File: src/rtl/cfg_rom_pkg.sv
package cfg_rom_pkg;

  localparam int BYTE_W = 8;
  localparam int BIT_W  = $clog2(BYTE_W);

  // stored image, computed at elaboration
  function automatic logic [BYTE_W-1:0] rom_byte(input int unsigned k);
    logic [BYTE_W-1:0] prod;
    logic [BYTE_W-1:0] half;
    prod = BYTE_W'(k * 29);
    half = BYTE_W'(k >> 1);
    return prod ^ 8'hA5 ^ half;
  endfunction

  // flat bit position from byte address and bit index
  function automatic int unsigned flat_pos(input int unsigned addr, input int unsigned bidx);
    return addr * BYTE_W + bidx;
  endfunction

  // bit lane selected for a bit index, MSB first
  function automatic logic [BIT_W-1:0] lane_of(input logic [BIT_W-1:0] bidx);
    return BIT_W'(BYTE_W - 1) - bidx;
  endfunction

endpackage

File: src/rtl/cfg_pin_decode.sv
module cfg_pin_decode #(
  parameter bit RST_ACTIVE_HIGH = 1'b1
) (
  input  logic rst_oe_i,
  input  logic ce_n_i,
  output logic rst_act_o,
  output logic rd_en_o,
  output logic clr_o
);

  logic rst_act;

  generate
    if (RST_ACTIVE_HIGH) begin : g_pol_high
      assign rst_act = rst_oe_i;
    end else begin : g_pol_low
      assign rst_act = ~rst_oe_i;
    end
  endgenerate

  assign rst_act_o = rst_act;
  assign rd_en_o   = ~ce_n_i & ~rst_act;
  assign clr_o     = ce_n_i | rst_act;

  // read enable never while chip enable is off
  always_comb begin
    a_r5_no_read_in_standby: assert (!(ce_n_i && rd_en_o));
  end

endmodule

File: src/rtl/cfg_bit_counter.sv
module cfg_bit_counter
  import cfg_rom_pkg::*;
#(
  parameter int NUM_BYTES = 16,
  parameter int ADDR_W    = $clog2(NUM_BYTES)
) (
  input  logic              clk,
  input  logic              clr_i,
  input  logic              adv_i,
  output logic [ADDR_W-1:0] addr_o,
  output logic [BIT_W-1:0]  bit_o,
  output logic              done_o,
  output logic              last_o
);

  localparam logic [ADDR_W-1:0] LAST_ADDR = ADDR_W'(NUM_BYTES - 1);
  localparam logic [BIT_W-1:0]  LAST_BIT  = BIT_W'(BYTE_W - 1);

  logic [ADDR_W-1:0] addr_q;
  logic [BIT_W-1:0]  bit_q;
  logic              done_q;
  logic              step;
  logic              wrap;
  int unsigned       pos_now;

  assign last_o  = (addr_q == LAST_ADDR) && (bit_q == LAST_BIT);
  assign wrap    = (bit_q == LAST_BIT);
  assign step    = adv_i && !done_q;
  assign pos_now = flat_pos(32'(addr_q), 32'(bit_q));

  always_ff @(posedge clk or posedge clr_i) begin
    if (clr_i) begin
      addr_q <= '0;
      bit_q  <= '0;
      done_q <= 1'b0;
    end else if (step) begin
      if (last_o) begin
        done_q <= 1'b1;
      end else if (wrap) begin
        bit_q  <= '0;
        addr_q <= addr_q + 1'b1;
      end else begin
        bit_q  <= bit_q + 1'b1;
      end
    end
  end

  assign addr_o = addr_q;
  assign bit_o  = bit_q;
  assign done_o = done_q;

  // one position per qualified edge
  a_r1_advance_one: assert property (@(posedge clk) disable iff (clr_i)
    (adv_i && !done_q && !last_o) |=> (pos_now == $past(pos_now) + 1));

  // no movement without a read enable
  a_r1_hold_idle: assert property (@(posedge clk) disable iff (clr_i)
    !adv_i |=> ($stable(pos_now) && $stable(done_q)));

  // terminal count is sticky and freezes the position
  a_r7_tc_sticky: assert property (@(posedge clk) disable iff (clr_i)
    done_q |=> (done_q && $stable(pos_now)));

  // terminal count is entered only from the final position
  a_r7_tc_from_last: assert property (@(posedge clk) disable iff (clr_i)
    $rose(done_q) |-> last_o);

  // clear holds the counters at zero
  a_r2_clear_zero: assert property (@(posedge clk)
    clr_i |-> (pos_now == 0 && !done_q));

endmodule

File: src/rtl/cfg_rom_array.sv
module cfg_rom_array
  import cfg_rom_pkg::*;
#(
  parameter int NUM_BYTES = 16,
  parameter int ADDR_W    = $clog2(NUM_BYTES)
) (
  input  logic [ADDR_W-1:0] addr_i,
  input  logic [BIT_W-1:0]  bit_i,
  output logic              bit_o
);

  logic [BYTE_W-1:0] mem [NUM_BYTES];
  logic [BYTE_W-1:0] word;

  generate
    for (genvar k = 0; k < NUM_BYTES; k++) begin : g_word
      assign mem[k] = rom_byte(k);
    end
  endgenerate

  always_comb begin
    word = '0;
    if (32'(addr_i) < NUM_BYTES) word = mem[addr_i];
  end

  assign bit_o = word[lane_of(bit_i)];

endmodule

File: src/rtl/serial_cfg_rom.sv
module serial_cfg_rom
  import cfg_rom_pkg::*;
#(
  parameter int NUM_BYTES       = 16,
  parameter bit RST_ACTIVE_HIGH = 1'b1
) (
  input  logic clk,
  input  logic rst_oe,
  input  logic ce_n,
  output logic data_out,
  output logic data_oe,
  output logic tc,
  output logic standby
);

  localparam int ADDR_W = (NUM_BYTES > 1) ? $clog2(NUM_BYTES) : 1;

  logic              rst_act;
  logic              rd_en;
  logic              clr;
  logic [ADDR_W-1:0] addr;
  logic [BIT_W-1:0]  bidx;
  logic              done;
  logic              last;
  logic              rom_bit;

  cfg_pin_decode #(.RST_ACTIVE_HIGH(RST_ACTIVE_HIGH)) u_dec (
    .rst_oe_i (rst_oe),
    .ce_n_i   (ce_n),
    .rst_act_o(rst_act),
    .rd_en_o  (rd_en),
    .clr_o    (clr)
  );

  cfg_bit_counter #(.NUM_BYTES(NUM_BYTES), .ADDR_W(ADDR_W)) u_cnt (
    .clk   (clk),
    .clr_i (clr),
    .adv_i (rd_en),
    .addr_o(addr),
    .bit_o (bidx),
    .done_o(done),
    .last_o(last)
  );

  cfg_rom_array #(.NUM_BYTES(NUM_BYTES), .ADDR_W(ADDR_W)) u_rom (
    .addr_i(addr),
    .bit_i (bidx),
    .bit_o (rom_bit)
  );

  assign data_oe  = rd_en;
  assign data_out = rd_en & ~done & rom_bit;
  assign tc       = done;
  assign standby  = ce_n;

  // standby releases the output and clears terminal count
  a_r4_standby_float: assert property (@(posedge clk) disable iff (rst_act)
    ce_n |-> (!data_oe && !tc && standby));

  // no data while the output is released
  a_r8_quiet_when_off: assert property (@(posedge clk) disable iff (rst_act)
    !data_oe |-> !data_out);

  // data is zero once terminal count is set
  a_r7_quiet_after_tc: assert property (@(posedge clk) disable iff (rst_act)
    tc |-> !data_out);

  // reset level releases the output
  a_r2_reset_float: assert property (@(posedge clk) disable iff (ce_n)
    rst_act |-> (!data_oe && !tc));

  // standby tracks chip enable
  always_comb begin
    a_r9_standby_pin: assert (standby == ce_n);
  end

endmodule

File: config.mk
export PLATFORM = sky130hd
export DESIGN_NAME = serial_cfg_rom
export DESIGN_NICKNAME = d
export VERILOG_FILES = /design/src/rtl/cfg_rom_pkg.sv /design/src/rtl/cfg_pin_decode.sv /design/src/rtl/cfg_bit_counter.sv /design/src/rtl/cfg_rom_array.sv /design/src/rtl/serial_cfg_rom.sv
export SDC_FILE = /design/constraint.sdc
export NUM_CORES = 1
export LEC_CHECK = 0
export BUFFER_PORTS_ARGS = -buffer_cell sky130_fd_sc_hd__buf_2
export CELL_PAD_IN_SITES_DETAIL_PLACEMENT = 1
export CELL_PAD_IN_SITES_GLOBAL_PLACEMENT = 1
export CORE_UTILIZATION = 39
export DETAILED_ROUTE_END_ITERATION = 12
export PLACE_DENSITY = 0.68
export SYNTH_ARGS = -nofsm -noshare
export SYNTH_HDL_FRONTEND = slang
export SYNTH_HIERARCHICAL = 1
export SYNTH_SLANG_ARGS = --single-unit
File: constraint.sdc
create_clock -name clk -period 2.4 [get_ports clk]
set_clock_uncertainty 0.2 [all_clocks]
set_input_delay 0.48 -clock clk [delete_from_list [all_inputs] [get_ports clk]]
set_output_delay 0.48 -clock clk [all_outputs]
set_load 0.005 [all_outputs]
After elaboration in Yosys (flattened, before gate mapping)

Memory sizes are Yosys's and may differ from the RTL's.
Index checks and enable logic that the tools add are counted.

Bits in registers: 8
ROM bits: 128
Input bits: 3
Output and inout bits: 4
Word-level logic and storage cells: 31
Memories kept: 1

Memories:

| name             | depth | width | read ports | clocked after memory_dff | write ports | RTL line            | RTL |
|---|---|---|---|---|---|---|---|
| (name not given) | 16    | 8     | 1          | 0                        | 0           | cfg_rom_array.sv:23 | `if (32'(addr_i) < NUM_BYTES) word = mem[addr_i];` |

$add $sub $neg: 3
Magnitude comparators: 2
Equal/unequal tests: 2
Mux-type cells: 5
Bitwise gates (word level): 9
Reductions and logical operators: 6

Operator list:

| kind                                                                         | count |
|---|---|
| 8-bit two-way mux                                                            | 2 |
| 5-bit >= comparator, second input constant                                   | 1 |
| 4-bit inverter with 5-bit output                                             | 1 |
| 4-bit by 1-bit adder with 4-bit output, second input constant                | 1 |
| 4-bit == test, second input constant                                         | 1 |
| 3-bit by 4-bit less-than comparator with 1-bit output, second input constant | 1 |
| 1-bit inverter                                                               | 4 |
| 2-bit AND reduction                                                          | 2 |
| 3-bit by 1-bit adder with 3-bit output, second input constant                | 1 |
| 1-bit bitwise AND                                                            | 3 |
| 1-bit binary-select mux with 3-bit select                                    | 1 |
| 3-bit == test, second input constant                                         | 1 |
| 3-bit two-way mux                                                            | 1 |
| 3-bit AND reduction                                                          | 1 |
| 3-bit subtractor, first input constant                                       | 1 |
| 1-bit logical AND                                                            | 2 |
| 1-bit logical NOT                                                            | 1 |
| 1-bit two-way mux                                                            | 1 |
| 1-bit bitwise OR                                                             | 1 |

Longest topological paths before layout

Depth after elaboration: 7
Gate-level depth with buffers: 7
Depth with buffers taken out: 7

Hierarchy

The synthesis kept the hierarchy.

Modules (own cells, without submodules):

| module          | instances | cells each | area an instance (µm²) | seq. area each (µm²) |
|---|---|---|---|---|
| cfg_bit_counter | 1         | 33         | 407.9                  | 200.2 |
| cfg_rom_array   | 1         | 45         | 324.1                  | 0.0 |
| cfg_pin_decode  | 1         | 3          | 17.5                   | 0.0 |
| serial_cfg_rom  | 1         | 2          | 16.3                   | 0.0 |

Worst setup path before layout

No wires, ideal clock.

Path type: register -> output
From: register u_cnt.addr_q[1], in the netlist u_cnt/addr_o[1]
To: output data_out
Arrival time: 1.759 ns
Data required time: 1.720 ns
Slack: -0.039 ns
Stages on the path, launching flop included: 8
Path buffers: 0
Cells stage by stage: dfrtp_1 -> inv_1 -> ha_1 -> nor2b_1 -> a211o_1 -> a311o_1 -> o221ai_1 -> and3b_1

Word-level cells in the longest chain between the ends: 7

RTL lines:

| element                                                | RTL line              | RTL |
|---|---|---|
| from (decl)                                            | cfg_bit_counter.sv:19 | `logic [ADDR_W-1:0] addr_q;` |
| from (signal assigned)                                 | cfg_bit_counter.sv:41 | `addr_q <= addr_q + 1'b1;` |
| 4-bit inverter with 5-bit output (implied by the code) | cfg_rom_array.sv:23   |  |
| memory 16 x 8 bit                                      | -                     |  |
| 8-bit two-way mux (implied by the code) (2 in a row)   | cfg_rom_array.sv:23   |  |
| 1-bit binary-select mux with 3-bit select              | cfg_rom_array.sv:26   | `assign bit_o = word[lane_of(bit_i)];` |
| 1-bit two-way mux (implied by the code)                | cfg_rom_array.sv:26   |  |
| net rom_bit                                            | serial_cfg_rom.sv:25  | `logic rom_bit;` |
| 1-bit bitwise AND                                      | serial_cfg_rom.sv:52  | `assign data_out = rd_en & ~done & rom_bit;` |
| to (decl)                                              | serial_cfg_rom.sv:10  | `output logic data_out,` |

The timed path passes the listed nets, and every way through them passes these cells. The select of a mux whose other input is x is not followed.

Worst setup path after layout

From: register u_cnt.addr_q[0], in the netlist u_cnt/addr_o[0]
To: output data_out

Same word-level chain as after synthesis.

==> results by group <==
Status
  • Status: finished, violations left
  • Failing checks: setup timing

STA
  • Setup TNS: -0.1744 ns
  • Slew Limit Fails: 0
  • Max-slew headroom: 75.96%
  • Final hold vios: 0
  • Tightest Pin Transition: around 0.36 ns
  • Final min period: ~2.6 ns
  • FMAX: around 390 MHz
  • Period Utilization, post-route: 107.3%
  • Setup ws final: -0.1744 ns
  • RSZ-0062 raised after global routing: true
  • Final setup viols: 1

Layout
  • Ant. Diodes: 0
  • Area delta synth->final: 29.70%
  • Final std cells w/o fill: roughly 120
  • Final #Nets: about 110
  • Layout cells sized above 1: about 46%

Floorplan
  • Die Y-Extent: ~46 um
  • I/O pin total: 7
  • Starting Density: 42.53%
  • Total die area: around 2100 sq um
  • Core footprint: around 1800 sq um
  • Count of standard-cell rows: 15
  • Die Width: about 46 um

Global route
  • Initial antenna violation count: 0
  • Total gr overflow: 0
  • Largest net degree at the start of global routing: 13
  • Met3 Track Usage GR: 1.176%
  • Vias in the first global route: slightly above 600
  • Met1 Resource Use GR: roughly a quarter
  • Tot GR Track Use: between 10% and 20%
  • First-pass GRT wire length: between 2000 and 3000 um
  • GR peak layer: met2
  • Met2 Resource Use GR: 33.80%

Clocking
  • Worst-path clk slew: ~0.060 ns
  • CTS tree: done
  • Clock Latency Late Sink: roughly 0.25 ns
  • CTS Hold Bufs: 0
  • H-tree Lvls: 1
  • CTS max path bufs: 2
  • CTS buffer count: 3
  • Clock sinks: 8
  • CTS Root Cell: clkbuf_4

Critical path
  • Startpoint Class: register
  • Worst endpoint required time: between 1.5 and 2 ns
  • R2R depth: 6
  • Worst path most repeated cell: o221ai_1
  • CP bufs+invs: 2
  • Crit Path Class: register to primary output
  • Slowest CP cell: dfrtp_2
  • Worst setup path start: u_cnt/addr_o[0]
  • Critical path endpoint category: primary output
  • Reg2reg end: u_cnt/bit_o[2]
  • CP cell instances: inv_2, ha_4, nand2b_1, a32oi_1, o221ai_1, o221ai_1, and3b_1, buf_2
  • R2r setup slk: 0.24 ns
  • CP arrival: roughly 1.9 ns
  • Critical path fanouts, max: 4
  • Worst reg2reg startpoint: u_cnt/bit_o[0]
  • Cell family with most CP delay: compound AO/OA/AOI/OAI gates
  • Crit-path max cell delay: approximately 0.4 ns

Routing
  • DRT iter0 DRCs: 6
  • Final ANT Viol Nets: 0
  • Detailed Route WL: about 2000 um
  • Via count: ~660
  • Avg Vias per Cell: approximately 5.3
  • Drc violations: 0
  • Initial DRT Pass Iterations: 4
  • WL/cell: 15.93 um

Power and ir drop
  • Leakage power: roughly 0.45 nW
  • Peak supply drop: 0.5782 mV
  • PwrDens: 886.7 nW/um^2
  • Total chip power: between 800 and 900 uW

Synthesis
  • YS warnings: 6
  • Mapped cell area: around 760 sq um
  • Mapped Avg Cell Area: 9.247 sq um
  • Syn Nets: 94
  • Gate Count Post-Synth: just over 80

Placement
  • Cell total after placement: approximately 120
  • HPWL after detailed placement: 1357 um
  • GPL Wtd Cong: between 0.7 and 0.8
  • Input/output buffers: 6

Flow run
  • Max capacitance violation total: 0

Hold path
  • Worst min-delay path category: primary input to asynchronous set/reset pin
area by class of cell:
type / count / area (sq um)
timing repair buffer: 16 / 116.4
clock buffer: 4 / 26.28
inverter: 4 / 15.01
fill: 216 / 799.5
multi-input combinational: 66 / 589.3
sequential: 8 / 205.2
tap: 25 / 31.28
layer usage:
| layer | up-vias | share of wire, % |
|---|---|---|
| li1 | 331 | - |
| met1 | 319 | 45 |
| met2 | 5 | 54 |
| met3 | 2 | 0.71 |
| met4 | 0 | 0.51 |
| met5 | - | 0 |
metrics by stage:
| step | hold WS (ns) | util, % | cell area [sq um] | setup WS (ns) |
|---|---|---|---|---|
| after global placement | 0.3094 | 47.30 | 843.3 | 0.01186 |
| after floorplan | 0.2705 | - | 760.7 | 0.03603 |
| after CTS | 0.1871 | 50.39 | 898.4 | -0.1966 |
| after detailed placement | 0.3208 | 47.30 | 843.3 | -0.005948 |
| after global routing | 0.2039 | 55.16 | 983.4 | -0.2682 |
| final | 0.1880 | 55.16 | 983.4 | -0.1744 |
timing repair:
action                                  CTS  global route
pin swaps                                 5            10
resized for setup                         7            16
buffers inserted                          0             3
endpoints found under the setup margin    1             1
placed cells by master (no fill, tap or decap), drive strengths merged, types with 2 or more instances in the layout:
master  count
nand2       2
nor2b       4
o221ai      2
buf        16
nor2        6
mux2        2
xnor2       2
nor3        3
or2         2
a21oi       2
o21ai       6
dfrtp       8
clkbuf      4
nand4       2
ha          9
inv         4
nand2b      4
xor2        3
worst min-delay path: stages:
cell   delay, ns
buf_2       0.11
or2_1       0.20
inv_1       0.25
where the power goes:
part	leakage, nW	internal, mW	switching (mW)
registers	0.0991	0.171	0.0645
clock network	0.0150	0.0637	0.0478
logic	0.339	0.276	0.249
total	0.453	0.511	0.361
state kept, by name, summed over array words and instances (netlist names):
| register | flops |
|---|---|
| u_cnt/bit_o | 3 |
| u_cnt/addr_o | 4 |
| u_cnt/done_o | 1 |
worst max-delay path by stage:
stage,end,cells after the start,slack [ns]
after floorplan,data_out,7,0.04
after CTS,data_out,8,-0.20
after global placement,data_out,8,0.01
final,data_out,8,-0.17
after global routing,data_out,8,-0.27
after detailed placement,data_out,8,-0.006
Power figures use the tool's default switching activity.
